==> src/rtl/iq_tap_pkg.sv <==
package iq_tap_pkg;
  typedef enum logic [1:0] {
    RT_OFF   = 2'b00,
    RT_PIN_A = 2'b01,
    RT_PIN_B = 2'b10,
    RT_RSVD  = 2'b11
  } route_e;
endpackage

==> src/rtl/iq_stage_bank.sv <==
module iq_stage_bank #(
  parameter int BYTE_W = 8,
  parameter int NSLOT  = 4,
  parameter int ADDR_W = 3
) (
  input  logic                          clk,
  input  logic                          rst_n,
  input  logic                          wr_en,
  input  logic [ADDR_W-1:0]             addr,
  input  logic [BYTE_W-1:0]             wr_data,
  output logic [NSLOT-1:0][BYTE_W-1:0]  stage
);
  for (genvar g = 0; g < NSLOT; g++) begin : g_slot
    logic              hit;
    logic [BYTE_W-1:0] nxt;

    assign hit = wr_en && (addr == ADDR_W'(g));

    always_comb begin
      nxt = stage[g];
      if (hit) nxt = wr_data;
    end

    always_ff @(posedge clk or negedge rst_n) begin
      if (!rst_n) stage[g] <= '0;
      else        stage[g] <= nxt;
    end


    stage_wr_chk: assert property (@(posedge clk) disable iff (!rst_n)
      (wr_en && addr == ADDR_W'(g)) |=> stage[g] == $past(wr_data));
  end
endmodule

==> src/rtl/iq_commit_reg.sv <==
module iq_commit_reg #(
  parameter int BYTE_W = 8,
  parameter int NSLOT  = 4
) (
  input  logic                          clk,
  input  logic                          rst_n,
  input  logic                          smp_stb,
  input  logic [NSLOT-1:0][BYTE_W-1:0]  stage,
  output logic [NSLOT-1:0][BYTE_W-1:0]  held
);
  logic [NSLOT-1:0][BYTE_W-1:0] held_nxt;

  always_comb begin
    held_nxt = held;
    if (smp_stb) held_nxt = stage;
  end

  always_ff @(posedge clk or negedge rst_n) begin
    if (!rst_n) held <= '0;
    else        held <= held_nxt;
  end


  commit_all_chk: assert property (@(posedge clk) disable iff (!rst_n)
    smp_stb |=> held == $past(stage));


  hold_quiet_chk: assert property (@(posedge clk) disable iff (!rst_n)
    !smp_stb |=> $stable(held));
endmodule

==> src/rtl/iq_strobe_route.sv <==
module iq_strobe_route
  import iq_tap_pkg::*;
#(
  parameter int ADDR_W     = 3,
  parameter int ROUTE_ADDR = 4
) (
  input  logic              clk,
  input  logic              rst_n,
  input  logic              wr_en,
  input  logic [ADDR_W-1:0] addr,
  input  logic [1:0]        wr_bits,
  input  logic              smp_stb,
  output logic [1:0]        route,
  output logic              pin_a,
  output logic              pin_b
);
  logic [1:0] route_nxt;

  always_comb begin
    route_nxt = route;
    if (wr_en && addr == ADDR_W'(ROUTE_ADDR)) route_nxt = wr_bits;
  end

  always_ff @(posedge clk or negedge rst_n) begin
    if (!rst_n) route <= RT_OFF;
    else        route <= route_nxt;
  end

  assign pin_a = smp_stb && (route == RT_PIN_A);
  assign pin_b = smp_stb && (route == RT_PIN_B);


  pins_excl_chk: assert property (@(posedge clk) disable iff (!rst_n)
    !(pin_a && pin_b));


  pin_src_chk: assert property (@(posedge clk) disable iff (!rst_n)
    (pin_a || pin_b) |-> smp_stb);
endmodule

==> src/rtl/iq_test_port.sv <==
module iq_test_port #(
  parameter int BYTE_W   = 8,
  parameter int SAMPLE_W = 16,
  parameter int ADDR_W   = 3
) (
  input  logic                clk,
  input  logic                rst_n,
  input  logic                wr_en,
  input  logic [ADDR_W-1:0]   addr,
  input  logic [BYTE_W-1:0]   wr_data,
  output logic [BYTE_W-1:0]   rd_data,
  input  logic                smp_stb,
  input  logic                bypass_en,
  input  logic [SAMPLE_W-1:0] fil_i,
  input  logic [SAMPLE_W-1:0] fil_q,
  output logic [SAMPLE_W-1:0] dac_i,
  output logic [SAMPLE_W-1:0] dac_q,
  output logic                stb_pin_a,
  output logic                stb_pin_b
);
  localparam int BYTES      = SAMPLE_W / BYTE_W;
  localparam int NSLOT      = 2 * BYTES;
  localparam int ROUTE_ADDR = NSLOT;

  logic [NSLOT-1:0][BYTE_W-1:0] stage;
  logic [NSLOT-1:0][BYTE_W-1:0] held;
  logic [1:0]                   route;

  iq_stage_bank #(.BYTE_W(BYTE_W), .NSLOT(NSLOT), .ADDR_W(ADDR_W)) u_stage (
    .clk(clk), .rst_n(rst_n), .wr_en(wr_en), .addr(addr),
    .wr_data(wr_data), .stage(stage)
  );

  iq_commit_reg #(.BYTE_W(BYTE_W), .NSLOT(NSLOT)) u_commit (
    .clk(clk), .rst_n(rst_n), .smp_stb(smp_stb), .stage(stage), .held(held)
  );

  iq_strobe_route #(.ADDR_W(ADDR_W), .ROUTE_ADDR(ROUTE_ADDR)) u_route (
    .clk(clk), .rst_n(rst_n), .wr_en(wr_en), .addr(addr),
    .wr_bits(wr_data[1:0]), .smp_stb(smp_stb), .route(route),
    .pin_a(stb_pin_a), .pin_b(stb_pin_b)
  );

  always_comb begin
    rd_data = '0;
    for (int k = 0; k < NSLOT; k++) begin
      if (addr == ADDR_W'(k)) rd_data = held[k];
    end
    if (addr == ADDR_W'(ROUTE_ADDR)) rd_data = BYTE_W'(route);
  end

  assign dac_i = bypass_en ? held[BYTES-1:0]     : fil_i;
  assign dac_q = bypass_en ? held[NSLOT-1:BYTES] : fil_q;


  dac_src_chk: assert property (@(posedge clk) disable iff (!rst_n)
    (bypass_en && !$past(smp_stb)) |-> $stable(dac_i) || !$past(bypass_en));
endmodule

==> config.mk <==
export PLATFORM = sky130hd
export DESIGN_NAME = iq_test_port
export DESIGN_NICKNAME = d
export VERILOG_FILES = /design/src/rtl/iq_tap_pkg.sv /design/src/rtl/iq_stage_bank.sv /design/src/rtl/iq_commit_reg.sv /design/src/rtl/iq_strobe_route.sv /design/src/rtl/iq_test_port.sv
export SDC_FILE = /design/constraint.sdc
export NUM_CORES = 1
export LEC_CHECK = 0
export BUFFER_PORTS_ARGS = -buffer_cell sky130_fd_sc_hd__buf_2
export CAP_MARGIN = 20
export CORE_MARGIN = 3
export CORE_UTILIZATION = 45
export DETAILED_ROUTE_END_ITERATION = 12
export GPL_TIMING_DRIVEN = 0
export MAX_ROUTING_LAYER = met4
export PLACE_DENSITY_LB_ADDON = 0.2
export SKIP_CTS_REPAIR_TIMING = 1
export SLEW_MARGIN = 5
export SYNTH_ARGS = -nofsm -noshare
export SYNTH_HDL_FRONTEND = slang
export SYNTH_SLANG_ARGS = --single-unit
==> constraint.sdc <==
create_clock -name clk -period 3.2 [get_ports clk]
set_input_delay 0.64 -clock clk [delete_from_list [all_inputs] [get_ports clk]]
set_output_delay 0.64 -clock clk [all_outputs]
set_load 0.03 [all_outputs]
==> results of run 1 <==
==> worst max-delay path, cell delays in order <==
cell and delay, ns:
buf_2 0.16, clkbuf_1 0.49, nand2_1 0.10, a2bb2oi_1 0.15, o22ai_1 0.14, buf_2 0.23
==> final cells by class <==
cell class	count	area, um2	share of cell area
Clock inverter	3	15.0	0.00384
Sequential cell	66	1650	0.422
Clock buffer	12	155	0.0397
Multi-Input combinational cell	132	1450	0.371
Timing Repair Buffer	85	428	0.109
Buffer	15	90.1	0.0230
Tap cell	96	120	0.0307
==> registers in the layout, summed over array words and instances, names as in the netlist <==
register,cells
u_commit.held,32
u_stage.stage,32
u_route.route,2
==> stage by stage <==
| step | util | std cells | instance area (um2) | power, mW |
|---|---|---|---|---|
| floorplan | - | 213 | 3190 | 1.71 |
| global placement | 0.547 | 394 | 3740 | 1.91 |
| detailed placement | 0.548 | 394 | 3740 | 1.93 |
| CTS | 0.573 | 409 | 3910 | 2.55 |
| global route | 0.573 | 409 | 3910 | 2.66 |
| finish | 0.573 | 409 | 3910 | 2.53 |
==> cell families (layout without fill, tap and decap cells) <==
logic type             count (synthesis)  after routing
multiplexers                         107            107
AND/OR/NAND/NOR                       21             21
buffers and inverters                 15            115
AO/OA/AOI/OAI                          4              4
flip-flops                            66             66
==> power by group through the flow <==
stage / combinational, mW / sequential (mW) / clock (mW)
floorplan: 0.578 / 1.13 / 0
global placement: 0.732 / 1.18 / 0
detailed placement: 0.746 / 1.19 / 0
CTS: 0.749 / 1.17 / 0.630
global route: 0.793 / 1.20 / 0.673
finish: 0.739 / 1.17 / 0.615
==> per-layer routing <==
layer | wire length [um] | track usage
met2 | 3700 | 0.313
met5 | 0 | -
met1 | 3260 | 0.245
met3 | 323 | 0.0368
met4 | 69 | 0.0714
==> layout by cell type (no fill, tap or decap), drive strengths merged <==
cell | synthesis | layout
mux2i | 1 | 1
o21a | 1 | 1
nor2 | 3 | 3
mux2 | 100 | 100
o22ai | 1 | 1
a2bb2oi | 1 | 1
dfrtp | 66 | 66
nor4b | 1 | 1
nand3 | 2 | 2
nor4bb | 2 | 2
and3 | 1 | 1
nand4b | 1 | 1
nand2 | 3 | 3
and3b | 1 | 1
mux4 | 6 | 6
clkbuf | 3 | 15
nor2b | 7 | 7
buf | 12 | 97
a22oi | 1 | 1
clkinv | 0 | 3
==> final timing paths <==
kind	startpoint	end	slack, ns	depth (start not counted)
setup / recovery	addr[2]	rd_data[1]	0.64	6
hold / removal	rst_n	u_route.route[1]	0.42	1
setup reg to reg	u_commit.held[21]	u_commit.held[21]	2.40	1
hold reg to reg	u_stage.stage[10]	u_commit.held[10]	0.50	1
max in group asynchronous	rst_n	u_stage.stage[10]	2.25	1
min in group clk	u_stage.stage[10]	u_commit.held[10]	0.50	1
==> impl_metrics.sql, run 1 <==
INSERT INTO impl_metrics (metric_group, metric, value, unit) VALUES
('routing', 'avgRoutedWirePerCell', '18.0', 'um'),
('clocking', 'number_of_cts_inserted_buffers', '9', ''),
('synth', 'synth_adder_area_share', '0', ''),
('sta', 'setup_violations', '0', ''),
('worst_setup_path', 'worst_ep_arrival_time', '1.92', 'ns'),
('sta', 'setup_repair_after_global_routing_missed_its_margin', 'no', ''),
('layout', 'finalNetCount', '357', ''),
('placement', 'post-dp-hpwl', '5020', 'um'),
('pwr', 'cellInternalPower', '1.72', 'mW'),
('routing', 'drt_wl_total', '7360', 'um'),
('routing', 'drt-initial-drc-count', '102', ''),
('global_routing', 'grt_antenna_before_repair', '0', ''),
('sta', 'layout_min_cycle_time', '2.56', 'ns'),
('global_routing', 'grt.overflow.total', '0', ''),
('sta', 'finalClockSkew', '0.00335', 'ns'),
('die', 'core.rowCount', '30', ''),
('synth', 'synthesis.yosys.warnings', '0', ''),
('job', 'maxCapViolations', '0', ''),
('sta', 'number_of_pins_with_negative_max_slew_slack_in_the_final_report', '0', ''),
('global_routing', 'grt_start_max_net_pins', '67', ''),
('synth', 'synth_top_area_share', '0.517', ''),
('worst_setup_path', 'critPathCaptureType', 'output port', ''),
('die', 'initial_utilization', '0.467', ''),
('synth', 'post_synth_inst_count', '213', ''),
('layout', 'antenna_diode_count', '0', ''),
('synth', 'syn_avg_cell_area', '15.0', 'um2'),
('clocking', 'cts_sinks', '66', ''),
('sta', 'max_slew.worst_pin.slew', '0.833', 'ns'),
('pwr', 'power.leakage', '1.82', 'nW'),
('synth', 'synth_compound_gate_area_share', '0.00940', ''),
('clocking', 'clock_insertion_delay_worst_skew', '0.33', 'ns'),
('synth', 'ys_async_sr_fraction', '1.00', ''),
('synth', 'synth_top_cells_by_count', '98 x mux2_2, 66 x dfrtp_1, 9 x buf_2, 7 x nor2b_1, 6 x mux4_2', ''),
('routing', 'route.antenna.remaining_nets', '0', ''),
('pwr', 'pwr-share-clk', '0.243', ''),
('global_routing', 'track_usage', '0.194', ''),
('pwr', 'power_per_cell_area', '646', 'mW/mm2'),
('synth', 'yosysMostFrequentCell', 'mux2_2', ''),
('pwr', 'switching_share', '0.321', ''),
('clocking', 'clock_tree_from_tritoncts', 'done', ''),
('die', 'dieHeight', '90.2', 'um'),
('die', 'core_area', '0.00683', 'mm2'),
('clocking', 'ctsLongestPathBuffers', '2', ''),
('routing', 'routed_via_density', '5.12', ''),
('layout', 'layout-drive-gt1-share', '0.693', ''),
('placement', 'globalplace.congestion', '0.772', ''),
('pwr', 'power.sequential.fraction', '0.464', ''),
('layout', 'filler_cell_count', '589', ''),
('synth', 'synth_area_leaders', 'dfrtp_1 52%, mux2_2 35%, mux4_2 4.2%', ''),
('worst_setup_path', 'critical_path_required', '2.56', 'ns'),
('synth', 'synth-edff-count', '0', ''),
('min_path', 'worst_hold_path_type', 'in -> async', ''),
('synth', 'post_synth_and_or_nand_nor_area_fraction', '0.0470', ''),
('synth', 'ys_ff_latch', '66', ''),
('synth', 'synth.area.mux_share', '0.398', ''),
('synth', 'synth_xor_area_frac', '0', ''),
('sta', 'slew_headroom', '0.445', ''),
('routing', 'drc', '0', ''),
('worst_setup_path', 'worst_path_max_fanout', '10', ''),
('status', 'status', 'finished clean', ''),
('layout', 'syn_to_final_growth', '22.5', '%'),
('placement', 'place.port_buffers', '85', ''),
('synth', 'synth_top_family_by_area', 'multiplexers', ''),
('worst_setup_path', 'timing.setup.critical_path_class', 'in -> out', ''),
('worst_setup_path', 'setup_crit_start_kind', 'input pin', ''),
('sta', 'max_clock_freq', '0.390', 'GHz'),
('synth', 'synth.lib_cells_used.distinct', '21', ''),
('synth', 'netlist.top_cell.by_area', 'dfrtp_1', ''),
('sta', 'final.setup.tns', '0', 'ns'),
('clocking', 'root_buffer', 'clkbuf_8', ''),
('clocking', 'clk_pin_slew_worst_paths', '0.07', 'ns');
(Power assumes the default switching activity.)
==> inputs of run 2 (changes only) <==
==> constraint.sdc (replaced) <==
create_clock -name clk -period 2.2 [get_ports clk]
set_input_delay 0.44 -clock clk [delete_from_list [all_inputs] [get_ports clk]]
set_output_delay 0.44 -clock clk [all_outputs]
set_load 0.03 [all_outputs]
==> impl_metrics.sql, run 2 (synthesis results as in run 1) <==
INSERT INTO impl_metrics (metric_group, metric, value, unit) VALUES
('global_routing', 'grt_pass1_wl', '11700', 'um'),
('sta', 'final.setup.tns', '0', 'ns'),
('global_routing', 'grt_start_max_net_pins', '67', ''),
('worst_setup_path', 'critical_path_required', '1.76', 'ns'),
('worst_setup_path', 'r2r-end', 'u_commit.held[21]', ''),
('clocking', 'root_buffer', 'clkbuf_8', ''),
('layout', 'final_cell_mix', '98 x mux2_2, 93 x buf_2, 66 x dfrtp_1', ''),
('sta', 'setup_repair_after_global_routing_missed_its_margin', 'no', ''),
('global_routing', 'grt.overflow.total', '0', ''),
('pwr', 'finalPower', '3.67', 'mW'),
('sta', 'layout_min_cycle_time', '2.04', 'ns'),
('routing', 'avgRoutedWirePerCell', '18.0', 'um'),
('worst_setup_path', 'worst-r2r-setup-slack', '1.40', 'ns'),
('job', 'maxCapViolations', '0', ''),
('sta', 'max_slew.worst_pin.slew', '0.831', 'ns'),
('worst_setup_path', 'slowest_delay', '0.50', 'ns'),
('placement', 'post_placement_setup_slack', '0.0441', 'ns'),
('clocking', 'ctsLongestPathBuffers', '2', ''),
('worst_setup_path', 'rr_startpoint', 'u_commit.held[21]', ''),
('worst_setup_path', 'path_common_cell', 'buf_6', ''),
('status', 'status', 'finished clean', ''),
('routing', 'drt-initial-drc-count', '89', ''),
('die', 'dieHeight', '90.2', 'um'),
('worst_setup_path', 'crit_path_cell_trace', 'buf_6, buf_6, mux4_2, nor2b_1, buf_2', ''),
('routing', 'length_of_the_first_detailed_routing_pass_in_iterations', '4', ''),
('worst_setup_path', 'crit_path_top_delay_cell', 'mux4_2', ''),
('clocking', 'clock_tree_from_tritoncts', 'done', ''),
('routing', 'drt_wl_total', '7330', 'um'),
('clocking', 'clock_insertion_delay_worst_skew', '0.33', 'ns'),
('sta', 'setup_violations', '0', ''),
('worst_setup_path', 'timing.setup.critical_path_class', 'in -> out', ''),
('layout', 'layout-drive-gt1-share', '0.696', ''),
('routing', 'route.antenna.remaining_nets', '0', ''),
('sta', 'max_clock_freq', '0.491', 'GHz'),
('die', 'initial_utilization', '0.467', ''),
('global_routing', 'track_usage', '0.194', ''),
('routing', 'drc', '0', ''),
('layout', 'syn_to_final_growth', '22.4', '%'),
('sta', 'worst_setup_slack_after_layout', '0.162', 'ns'),
('min_path', 'worst_hold_path_type', 'in -> async', ''),
('routing', 'routed_via_density', '5.09', ''),
('worst_setup_path', 'timing.critical_path.depth', '5', ''),
('pwr', 'power.leakage', '1.82', 'nW'),
('global_routing', 'via_count_of_the_first_global_routing_pass', '2125', ''),
('worst_setup_path', 'setup_crit_start_kind', 'input pin', ''),
('pwr', 'power_per_cell_area', '940', 'mW/mm2'),
('die', 'die_area', '0.00814', 'mm2'),
('sta', 'layout_worst_path_cycle_share', '0.926', ''),
('sta', 'timing.final.hold_violations', '0', ''),
('clocking', 'cts_sinks', '66', ''),
('placement', 'globalplace.congestion', '0.772', ''),
('die', 'core.rowCount', '30', ''),
('die', 'floorplan.die.width', '90.2', 'um'),
('die', 'num_io_pins', '90', ''),
('sta', 'slew_headroom', '0.446', ''),
('worst_setup_path', 'critPathCaptureType', 'output port', ''),
('routing', 'detailroute.via_count', '2075', ''),
('worst_setup_path', 'worst_reg_to_reg_cells', '1', ''),
('layout', 'finalNetCount', '356', ''),
('layout', 'regs_by_ff_count', 'u_commit.held: 32 flops, u_stage.stage: 32 flops, u_route.route: 2 flops', ''),
('placement', 'place.port_buffers', '85', ''),
('die', 'core_area', '0.00683', 'mm2'),
('pwr', 'vdd_ir_drop_max', '542', 'uV'),
('layout', 'antenna_diode_count', '0', ''),
('worst_setup_path', 'worst_ep_arrival_time', '1.60', 'ns'),
('clocking', 'number_of_cts_inserted_buffers', '9', ''),
('layout', 'layout.cells.most_common', 'mux2_2', ''),
('sta', 'finalClockSkew', '0.00312', 'ns'),
('worst_setup_path', 'critical-path-top-delay-family', 'buffers and inverters', ''),
('placement', 'post-dp-hpwl', '5020', 'um'),
('clocking', 'h-tree-depth', '3', ''),
('worst_setup_path', 'worst_path_max_fanout', '10', ''),
('global_routing', 'grt_antenna_before_repair', '0', ''),
('clocking', 'clk_pin_slew_worst_paths', '0.07', 'ns'),
('sta', 'number_of_pins_with_negative_max_slew_slack_in_the_final_report', '0', ''),
('worst_setup_path', 'critical_path_buf_inv_count', '3', '');
==> run 2: cell types whose count changed in the layout (fill, tap and decap cells not counted), sizes merged <==
cell,before,now
clkbuf,15,14
==> run 2: stage by stage <==
step	utilization	hold WS, ns	cells	area [um2]
2_1_floorplan	-	0.144	213	3190
3_3_place_gp	0.547	0.480	394	3740
3_5_place_dp	0.548	0.486	394	3740
4_1_cts	0.573	0.239	409	3910
5_1_grt	0.572	0.260	408	3910
6_report	0.572	0.224	408	3910
==> run 2: worst max-delay path by stage <==
stage          startpoint    endpoint  slack, ns
2_1_floorplan     addr[0]  rd_data[4]       0.29
3_3_place_gp      addr[2]  rd_data[1]      0.002
3_5_place_dp      addr[2]  rd_data[1]       0.04
4_1_cts           addr[2]  rd_data[1]       0.03
5_1_grt           addr[0]  rd_data[5]       0.11
6_report          addr[0]  rd_data[5]       0.16
==> run 2: per-layer routing <==
layer	vias to the layer above	track usage	routed length [um]
met4	0	0.0714	61
met3	4	0.0368	229
li1	970	-	-
met5	-	-	0
met1	1048	0.245	3350
met2	53	0.313	3690
==> run 2: final cells by class <==
cell class	count	area (um2)
buffer	14	86.3
clock buffer	12	155
clock inverter	3	15.0
fill	589	2920
multi-input combinational	132	1450
sequential	66	1650
tap	96	120
timing repair buffer	85	428
==> run 2: report_power, final <==
| group | total [mW] | switching [mW] | internal, mW |
|---|---|---|---|
| logic | 1.08 | 0.546 | 0.529 |
| registers | 1.71 | 0.196 | 1.51 |
| clock network | 0.892 | 0.433 | 0.459 |
| total | 3.67 | 1.18 | 2.50 |
